===== config.mk =====
export PLATFORM = sky130hd
export DESIGN_NAME = dp_flush_seq
export DESIGN_NICKNAME = d
export VERILOG_FILES = /design/src/rtl/dfs_pkg.sv /design/src/rtl/txen_sync.sv /design/src/rtl/flush_timer.sv /design/src/rtl/seq_fsm.sv /design/src/rtl/dp_flush_seq.sv
export SDC_FILE = /design/constraint.sdc
export NUM_CORES = 1
export LEC_CHECK = 0
export CORE_MARGIN = 2
export CORE_UTILIZATION = 51
export CTS_CLUSTER_SIZE = 40
export DETAILED_ROUTE_END_ITERATION = 8
export HOLD_SLACK_MARGIN = 0.05
export PLACE_DENSITY = 0.77
export SLEW_MARGIN = 20
export SYNTH_ARGS = -nofsm -noshare
export SYNTH_HDL_FRONTEND = slang
export SYNTH_SLANG_ARGS = --single-unit

===== constraint.sdc =====
create_clock -name clk_ref -period 2.3 [get_ports clk_ref]
set_input_delay 0.345 -clock clk_ref [delete_from_list [all_inputs] [get_ports clk_ref]]
set_output_delay 0.345 -clock clk_ref [all_outputs]
set_load 0.02 [all_outputs]

===== src/rtl/dfs_pkg.sv =====
package dfs_pkg;

    typedef enum logic [2:0] {
        ST_RUN       = 3'd0,
        ST_FLUSH     = 3'd1,
        ST_ZERO_HOLD = 3'd2,
        ST_HALTED    = 3'd3,
        ST_WAKE      = 3'd4,
        ST_GLOBAL_PD = 3'd5
    } seq_state_e;

    typedef enum logic [1:0] {
        INTERP_2X     = 2'd0,
        INTERP_4X     = 2'd1,
        INTERP_8X     = 2'd2,
        INTERP_8X_ALT = 2'd3
    } interp_e;

endpackage


===== src/rtl/txen_sync.sv =====
module txen_sync #(
    parameter int STAGES = 2
) (
    input  logic clk,
    input  logic rst_n,
    input  logic async_in,
    input  logic invert,
    output logic active_o
);
    logic [STAGES-1:0] chain;

    generate
        if (STAGES == 1) begin : g_single
            always_ff @(posedge clk or negedge rst_n) begin
                if (!rst_n) chain <= '0;
                else        chain <= async_in;
            end
        end else begin : g_multi
            always_ff @(posedge clk or negedge rst_n) begin
                if (!rst_n) chain <= '0;
                else        chain <= {chain[STAGES-2:0], async_in};
            end
        end
    endgenerate

    // polarity applied after resynchronisation so an invert change acts at once
    assign active_o = chain[STAGES-1] ^ invert;

endmodule


===== src/rtl/flush_timer.sv =====
module flush_timer
    import dfs_pkg::*;
#(
    parameter int LEN_2X = 32,
    parameter int LEN_4X = 64,
    parameter int LEN_8X = 128
) (
    input  logic    clk,
    input  logic    rst_n,
    input  logic    load,
    input  logic    run,
    input  interp_e sel,
    output logic    done
);
    localparam int CW = $clog2(LEN_8X + 1);

    logic [CW-1:0] len;
    logic [CW-1:0] cnt;

    always_comb begin
        unique case (sel)
            INTERP_2X:     len = CW'(LEN_2X);
            INTERP_4X:     len = CW'(LEN_4X);
            INTERP_8X:     len = CW'(LEN_8X);
            INTERP_8X_ALT: len = CW'(LEN_8X);
            default:       len = CW'(LEN_8X);
        endcase
    end

    always_ff @(posedge clk or negedge rst_n) begin
        if (!rst_n) begin
            cnt <= '0;
        end else if (load) begin
            cnt <= len - CW'(1);
        end else if (run && cnt != '0) begin
            cnt <= cnt - CW'(1);
        end
    end

    assign done = (cnt == '0);


    cnt_bound_chk: assert property (@(posedge clk) disable iff (!rst_n)
        cnt < CW'(LEN_8X));


    reload_chk: assert property (@(posedge clk) disable iff (!rst_n)
        load |=> !done);

endmodule


===== src/rtl/seq_fsm.sv =====
module seq_fsm
    import dfs_pkg::*;
(
    input  logic clk,
    input  logic rst_n,
    input  logic tx_active,
    input  logic global_pd,
    input  logic auto_pd,
    input  logic sleep,
    input  logic flush_done,
    output logic timer_load,
    output logic timer_run,
    output logic zero_insert,
    output logic dig_clk_en,
    output logic ref_pwr_en,
    output logic out_pwr_en
);
    seq_state_e state, state_nx;

    always_comb begin
        state_nx = state;
        if (global_pd) begin
            state_nx = ST_GLOBAL_PD;
        end else begin
            unique case (state)
                ST_RUN:       if (!tx_active) state_nx = ST_FLUSH;
                ST_FLUSH: begin
                    if (tx_active)       state_nx = ST_WAKE;
                    else if (flush_done) state_nx = auto_pd ? ST_HALTED : ST_ZERO_HOLD;
                end
                ST_ZERO_HOLD: begin
                    if (tx_active)    state_nx = ST_WAKE;
                    else if (auto_pd) state_nx = ST_HALTED;
                end
                ST_HALTED:    if (tx_active) state_nx = ST_WAKE;
                ST_WAKE:      state_nx = tx_active ? ST_RUN : ST_FLUSH;
                ST_GLOBAL_PD: state_nx = ST_WAKE;
                default:      state_nx = ST_ZERO_HOLD;
            endcase
        end
    end

    always_ff @(posedge clk or negedge rst_n) begin
        if (!rst_n) state <= ST_ZERO_HOLD;
        else        state <= state_nx;
    end

    assign timer_load = (state_nx == ST_FLUSH) && (state != ST_FLUSH);
    assign timer_run  = (state == ST_FLUSH);

    always_comb begin
        zero_insert = 1'b1;
        dig_clk_en  = 1'b1;
        ref_pwr_en  = 1'b1;
        unique case (state)
            ST_RUN:       zero_insert = 1'b0;
            ST_FLUSH:     zero_insert = 1'b1;
            ST_ZERO_HOLD: zero_insert = 1'b1;
            ST_HALTED:    dig_clk_en  = 1'b0;
            ST_WAKE:      zero_insert = 1'b1;
            ST_GLOBAL_PD: begin
                dig_clk_en = 1'b0;
                ref_pwr_en = 1'b0;
            end
            default:      zero_insert = 1'b1;
        endcase
        out_pwr_en = ref_pwr_en && !sleep;
    end


    wake_order_chk: assert property (@(posedge clk) disable iff (!rst_n)
        $fell(zero_insert) |-> (dig_clk_en && $past(dig_clk_en)));


    gate_after_zero_chk: assert property (@(posedge clk) disable iff (!rst_n)
        ($fell(dig_clk_en) && ref_pwr_en) |-> $past(zero_insert));


    gpd_all_off_chk: assert property (@(posedge clk) disable iff (!rst_n)
        global_pd |=> (!ref_pwr_en && !dig_clk_en && !out_pwr_en && zero_insert));


    flush_exit_chk: assert property (@(posedge clk) disable iff (!rst_n)
        (state == ST_FLUSH && flush_done && !tx_active && !global_pd) |=> (state != ST_FLUSH));


    hold_clock_chk: assert property (@(posedge clk) disable iff (!rst_n)
        (state == ST_ZERO_HOLD && !auto_pd && !global_pd) |=> dig_clk_en);

endmodule


===== src/rtl/dp_flush_seq.sv =====
module dp_flush_seq
    import dfs_pkg::*;
#(
    parameter int SYNC_STAGES  = 2,
    parameter int FLUSH_LEN_2X = 32,
    parameter int FLUSH_LEN_4X = 64,
    parameter int FLUSH_LEN_8X = 128
) (
    input  logic       clk_ref,
    input  logic       rst_n,
    input  logic       tx_en_in,
    input  logic       cfg_global_pd,
    input  logic       cfg_auto_pd,
    input  logic       cfg_en_inv,
    input  logic       cfg_sleep,
    input  logic [1:0] interp_sel,
    output logic       zero_insert,
    output logic       dig_clk_en,
    output logic       ref_pwr_en,
    output logic       out_pwr_en
);
    logic tx_active;
    logic timer_load;
    logic timer_run;
    logic flush_done;

    txen_sync #(.STAGES(SYNC_STAGES)) u_sync (
        .clk      (clk_ref),
        .rst_n    (rst_n),
        .async_in (tx_en_in),
        .invert   (cfg_en_inv),
        .active_o (tx_active)
    );

    flush_timer #(
        .LEN_2X (FLUSH_LEN_2X),
        .LEN_4X (FLUSH_LEN_4X),
        .LEN_8X (FLUSH_LEN_8X)
    ) u_timer (
        .clk   (clk_ref),
        .rst_n (rst_n),
        .load  (timer_load),
        .run   (timer_run),
        .sel   (interp_e'(interp_sel)),
        .done  (flush_done)
    );

    seq_fsm u_fsm (
        .clk         (clk_ref),
        .rst_n       (rst_n),
        .tx_active   (tx_active),
        .global_pd   (cfg_global_pd),
        .auto_pd     (cfg_auto_pd),
        .sleep       (cfg_sleep),
        .flush_done  (flush_done),
        .timer_load  (timer_load),
        .timer_run   (timer_run),
        .zero_insert (zero_insert),
        .dig_clk_en  (dig_clk_en),
        .ref_pwr_en  (ref_pwr_en),
        .out_pwr_en  (out_pwr_en)
    );


    sleep_ref_chk: assert property (@(posedge clk_ref) disable iff (!rst_n)
        (cfg_sleep && !cfg_global_pd && !$past(cfg_global_pd)) |-> (ref_pwr_en && !out_pwr_en));

endmodule


==> results of run 1 <==
-- Yosys cell counts --
library cell,instances,area (um2)
nor4_2,1,12.51
o31a_1,1,8.760
nor3_2,1,10.01
inv_1,2,7.510
nor4_1,2,12.51
o21bai_1,1,7.510
and2_1,1,6.260
xor2_1,2,17.52
clkbuf_1,1,3.750
dfrtp_1,12,300.3
o21ai_0,3,15.01
o22ai_1,1,6.260
o311a_1,1,10.01
a21oi_1,5,25.02
nor2_1,4,15.01
nand3_1,4,20.02
a211oi_2,1,12.51
dfstp_2,1,26.28
nor3b_2,1,12.51
a31oi_1,2,12.51
buf_4,1,7.510
and4_4,1,11.26
buf_6,3,33.78
or3_1,1,6.260
ha_1,1,12.51
a21boi_2,1,11.26
nand2b_1,1,6.260
mux2i_1,1,10.01
or4_4,1,11.26
nor3b_4,1,18.77
nand2_1,8,30.03
or2_2,1,6.260
nor2b_1,1,6.260
xnor2_1,1,8.760
o211ai_2,1,12.51
a211oi_1,2,15.01
nand4_1,2,12.51
nor3b_1,1,7.510
nor3_1,5,25.02
-- through the flow --
| step | worst slack [ps] | cells | area, um2 | util [%] |
|---|---|---|---|---|
| final | 157.3 | 111 | 939.7 | 63.11 |
| after global routing | 60.94 | 111 | 939.7 | 63.11 |
| after CTS | 150.8 | 111 | 939.7 | 63.11 |
| after detailed placement | 33.68 | 107 | 912.1 | 61.26 |
| after global placement | 63.93 | 107 | 912.1 | 61.26 |
| after floorplan | 252.2 | 81 | 794.5 | - |
-- worst max-delay path, cell delays in order, from the launching register on --
cell and delay (ps):
dfstp_2 670, nor2b_1 100, a21oi_1 140, clkdlybuf4s50_1 610
-- layout make-up --
type,count,area (um2),share of cell area [%]
multi-input cells,61,415.4,44.21
clock buffers,3,22.52,2.397
inverters,2,7.507,0.7989
well taps,16,20.02,2.130
flip-flops and latches,13,326.6,34.75
clock inverters,1,5.005,0.5326
repair buffers,15,142.6,15.18
-- how the worst max path moves through the flow --
stage / start / endpoint / slack, ps / cells past startpoint
global placement: cfg_en_inv / u_timer.cnt[6]$_DFFE_PN0P_ / 60 / 8
CTS: u_fsm.state[1]$_DFF_PN1_ / out_pwr_en / 150 / 3
floorplan: u_fsm.state[0]$_DFF_PN0_ / u_timer.cnt[6]$_DFFE_PN0P_ / 250 / 9
detailed placement: cfg_en_inv / u_timer.cnt[6]$_DFFE_PN0P_ / 30 / 8
finish: u_fsm.state[1]$_DFF_PN1_ / out_pwr_en / 160 / 3
global route: u_fsm.state[1]$_DFF_PN1_ / out_pwr_en / 60 / 3
-- cells by family after synthesis --
| kind of cell | count (synthesis) | share of synthesized area, % |
|---|---|---|
| and+or+nand+nor | 37 | 28.98 |
| AOI/OAI and AO/OA | 19 | 17.16 |
| DFF | 13 | 41.10 |
| buffers and inverters | 7 | 6.614 |
| xor gates and xnor gates | 3 | 3.308 |
| muxes | 1 | 1.260 |
| adders and majority gates | 1 | 1.575 |
-- flip-flops by register name (all words and copies together) (netlist names) --
name          flops
u_sync.chain      2
u_fsm.state       3
u_timer.cnt       8
-- placed cells by master (no fill, tap or decap), types with 2 or more instances in the layout --
cell,count
a211oi_1,2
a31oi_1,2
nand3_1,4
nand2_1,8
clkbuf_4,3
nand4_1,2
clkdlybuf4s50_1,12
dfrtp_1,12
inv_1,2
nor3_1,5
o21ai_0,3
nor2_1,4
a21oi_1,5
xor2_1,2
buf_4,3
nor4_1,2
-- per-layer routing --
metal | part of all wire, % | vias up | global-route usage [%]
met5 | 0 | - | 0
met4 | 1.1 | 0 | 7.273
met3 | 4.9 | 2 | 2.500
met2 | 43 | 16 | 24.78
met1 | 51 | 299 | 26.47
li1 | - | 328 | -
-- power by group through the flow --
stage,combinational (mW),sequential [mW],clock [mW]
6_report,0.244,0.361,0.144
5_1_grt,0.279,0.372,0.162
4_1_cts,0.246,0.359,0.149
3_5_place_dp,0.245,0.364,0
3_3_place_gp,0.238,0.362,0
2_1_floorplan,0.193,0.336,0
==> reports/results.ini, run 1 <==
[setup_path]
rr_startpoint = u_fsm.state[0]$_DFF_PN0_
cp_max_fo = 12
critical_path_arrival_ps = 1800
timing.rr.end = u_timer.cnt[6]$_DFFE_PN0P_
worstPathRequired_ps = 1960
start_kind = flop
r2r_setup_slack_ps = 360
r2r_cells = 6
critPathCaptureType = primary output
path_class = flop to primary output

[power_and_ir_drop]
internal_power_uw = 468.8
p_leak_nw = 0.3835
p_clk_share_pct = 19.3
total_power_uw = 749.7
switching_share_pct = 37.48
p_sw_uw = 281.0
seqPwrFrac_pct = 48.2
cellPowerDensity_nw_per_um2 = 797.9
p_comb_share_pct = 32.6
ir_drop_mv = 0.5548

[finish]
drive_gt1_share_pct = 18.95
diodes = 0
fin_nets = 106
area_growth_pct = 18.27
fillers = 121

[synth]
synth-seq-area-share_pct = 41.10
synthCells = 81
avgSynthCellArea_um2 = 9.809
synth.distinct_cells = 39
syn_area_um2 = 794.5
ys_warn_count = 0
syn_nets = 91
ys_ff_latch = 13

[clock_network]
clk_path_buf_depth = 2
cts.repair.resized = 0
cts_hold_buffers = 0
clkLatencyLatePin_ps = 280
path_clk_slew_ps = 80
htree_levels = 1
cts_tree = yes
root_buffer = clkbuf_4
cts_setup_buffers = 0
cts_sinks = 13
cts_buffers = 3

[sta]
timing.final.crit_share_pct = 93.16
fin_crit_ps = 2143
clock_skew_ps = 1.706
slew_headroom_pct = 59.73
slew_violations = 0
fmax_ghz = 0.4667
hold_violations = 0
rsz0062_at_grt = false
hold_slack_ps = 359.6
finalSetupTns_ps = 0
finalSetupViolCount = 0
tightest_slew_ps = 602.2

[global_routing]
grt.overflow.total = 0
track_usage_pct = 17.41
grt_max_degree = 14
antenna_found_initial = 0
grt_pass1_wl_um = 2456
grt_pass1_vias = 546

[min_path]
hold_depth = 0
hold_path_class = flop to flop
min-delay-start = u_sync.chain[0]$_DFF_PN0_
worstHoldEndpoint = u_sync.chain[1]$_DFF_PN0_

[outcome]
status = complete, no violations

[place]
dpl.hpwl_um = 1073
portBuffers = 12
routabilityCongestion = 0.7635

[floorplanning]
start_util_pct = 53.36
die_area_um2 = 1890
fp.dieH_um = 43.47
die_w_um = 43.47
core_area_um2 = 1489
rows = 14
num_io_pins = 13

[routing]
drt-pass1-iter-count = 4
drt-initial-drc-count = 6
detail_route.wl_per_cell_um = 13.11
vias_per_cell = 5.811
antenna_left = 0
via_count = 645
drt-total-wl_um = 1455
drc = 0

[job]
maxCapViolations = 0

(Power assumes the default switching activity.)
==> run 2, diff against run 1 <==
--- a/config.mk
+++ b/config.mk
@@ -7,7 +7,7 @@
 export LEC_CHECK = 0
 export CORE_MARGIN = 2
 export CORE_UTILIZATION = 51
-export CTS_CLUSTER_SIZE = 40
+export CTS_CLUSTER_SIZE = 12
 export DETAILED_ROUTE_END_ITERATION = 8
 export HOLD_SLACK_MARGIN = 0.05
 export PLACE_DENSITY = 0.77
==> results of run 2 <==
The final DEF is identical to that of run 1; final timing and power are the same.
==> run 3, diff against run 2 <==
==> constraint.sdc (replaced) <==
create_clock -name clk_ref -period 2.3 [get_ports clk_ref]
set_input_delay 0.69 -clock clk_ref [delete_from_list [all_inputs] [get_ports clk_ref]]
set_output_delay 0.69 -clock clk_ref [all_outputs]
set_load 0.02 [all_outputs]
==> run 3 against run 2 <==
Compared with the run above:
- via count up 4.0%
- die area unchanged
- register-to-register slack better by 50 ps
- utilization up 2.8 points
- first-iteration DRC count up 83%
- clock power up 3%
- critical path type is now input port to flop
==> reports/results.ini, run 3 (synthesized netlist as in run 1, its figures left out) <==
[finish]
regMostFlops = u_timer.cnt
fin_nets = 110
drive_gt1_share_pct = 24.24
largest_reg_flops = 8
final_util_pct = 65.88
final_common_cell = dfrtp_1
seqCellArea_um2 = 326.6
instances_no_fill = 115
fillers = 110
mostFrequentLayoutCells = 12 x dfrtp_1, 8 x clkdlybuf4s50_1, 7 x buf_4, 6 x nand2_1
diodes = 0
reg_top3 = u_timer.cnt (8), u_fsm.state (3), u_sync.chain (2)
multi_input_area_um2 = 432.9
area_growth_pct = 23.46
final_cell_area_um2 = 980.9

[power_and_ir_drop]
p_sw_uw = 299.3
p_comb_share_pct = 35.2
p_clk_share_pct = 18.8
internal_power_uw = 486.4
seqPwrFrac_pct = 46.0
ir_drop_mv = 0.4343
switching_share_pct = 38.09
p_leak_nw = 0.4041
cellPowerDensity_nw_per_um2 = 800.9
total_power_uw = 785.7

[clock_network]
path_clk_slew_ps = 80
clk_path_buf_depth = 2
clkLatencyLatePin_ps = 290
htree_levels = 1
cts_buffers = 3
cts_sinks = 13
root_buffer = clkbuf_4
cts_tree = yes

[global_routing]
grt_pass1_wl_um = 2808
antenna_found_initial = 0
grt.overflow.total = 0
grt_pass1_vias = 639
grt_max_degree = 14
track_usage_pct = 20.23

[min_path]
hold_path_class = flop to flop

[setup_path]
critPathCaptureType = flop
critical_path_arrival_ps = 2410
worstPathRequired_ps = 2480
path_class = input port to flop
cp_max_fo = 6
start_kind = input port

[sta]
fmax_ghz = 0.4487
finalSetupTns_ps = 0
finalSetupViolCount = 0
slew_violations = 0
timing.final.crit_share_pct = 96.90
rsz0062_at_grt = false
tightest_slew_ps = 576.0
clock_skew_ps = 1.037
setup_ws_ps = 71.39
hold_violations = 0
slew_headroom_pct = 61.48
hold_slack_ps = 362.2
fin_crit_ps = 2229

[floorplanning]
core_area_um2 = 1489
die_area_um2 = 1890
die_w_um = 43.47
num_io_pins = 13
start_util_pct = 53.36
fp.dieH_um = 43.47
rows = 14

[routing]
vias_per_cell = 5.835
drt-initial-drc-count = 11
drt-pass1-iter-count = 4
detail_route.wl_per_cell_um = 14.14
antenna_left = 0
via_count = 671
drc = 0
drt-total-wl_um = 1626

[place]
dp.cells = 111
place_ws_ps = -278.2
placed_area_um2 = 942.2
routabilityCongestion = 0.7971
portBuffers = 12
dpl.hpwl_um = 1210

[outcome]
status = complete, no violations

[job]
maxCapViolations = 0

run 3: cell count changes in the layout (fill, tap and decap cells not counted):
cell	previous run	this run
ha_1	1	0
nand2_2	0	2
nand2_1	8	6
buf_4	3	7
ha_4	0	1
clkinv_2	1	0
clkbuf_1	0	1
dlygate4sd2_1	0	4
clkdlybuf4s50_1	12	8
run 3: area by class of cell:
class / instances / area share [%]
multi-input cells: 61 / 44.13
flip-flops and latches: 13 / 33.29
repair buffers: 19 / 17.09
clock buffers: 4 / 2.679
well taps: 16 / 2.041
inverters: 2 / 0.7653
run 3: timing repair:
| action | 4_1_cts | 5_1_grt |
|---|---|---|
| hold endpoints to repair | 0 | 0 |
| setup buffers | 0 | 0 |
| endpoints found under the setup margin | 4 | 3 |
| hold buffers | 0 | 0 |
| resized for setup | 4 | 4 |
| pin swaps | 0 | 1 |
run 3: layer usage:
| layer | global-route usage [%] | wire [um] | up-vias |
|---|---|---|---|
| met5 | 0 | 0 | - |
| met2 | 32.84 | 788 | 14 |
| met1 | 25.54 | 735 | 315 |
| met4 | 12.73 | 42 | 0 |
| met3 | 2.500 | 60 | 5 |
| li1 | - | - | 337 |
run 3: final timing paths:
kind                                      startpoint                    endpoint  slack (ps)  cells after the start
max                                       cfg_en_inv  u_timer.cnt[2]$_DFFE_PN0P_          70                      8
min                        u_sync.chain[0]$_DFF_PN0_   u_sync.chain[1]$_DFF_PN0_         360                      0
max reg2reg                 u_fsm.state[1]$_DFF_PN1_  u_timer.cnt[2]$_DFFE_PN0P_         410                      7
min reg2reg                u_sync.chain[0]$_DFF_PN0_   u_sync.chain[1]$_DFF_PN0_         360                      0
max in group asynchronous                      rst_n    u_fsm.state[1]$_DFF_PN1_        1160                      1
min in group asynchronous                      rst_n  u_timer.cnt[1]$_DFFE_PN0P_         770                      1
run 3: critical path, cell delays in order:
cell,delay (ps)
clkdlybuf4s50_1,420
xor2_1,180
or4_4,460
nand2_2,120
ha_4,140
buf_4,130
and4_4,220
nor3_2,40
run 3: power by group through the flow:
stage,clock (mW),combinational [mW],sequential (mW)
after floorplan,0,0.195,0.336
after global placement,0,0.255,0.356
after detailed placement,0,0.262,0.361
after CTS,0.149,0.258,0.357
after global routing,0.155,0.308,0.370
final,0.148,0.277,0.361
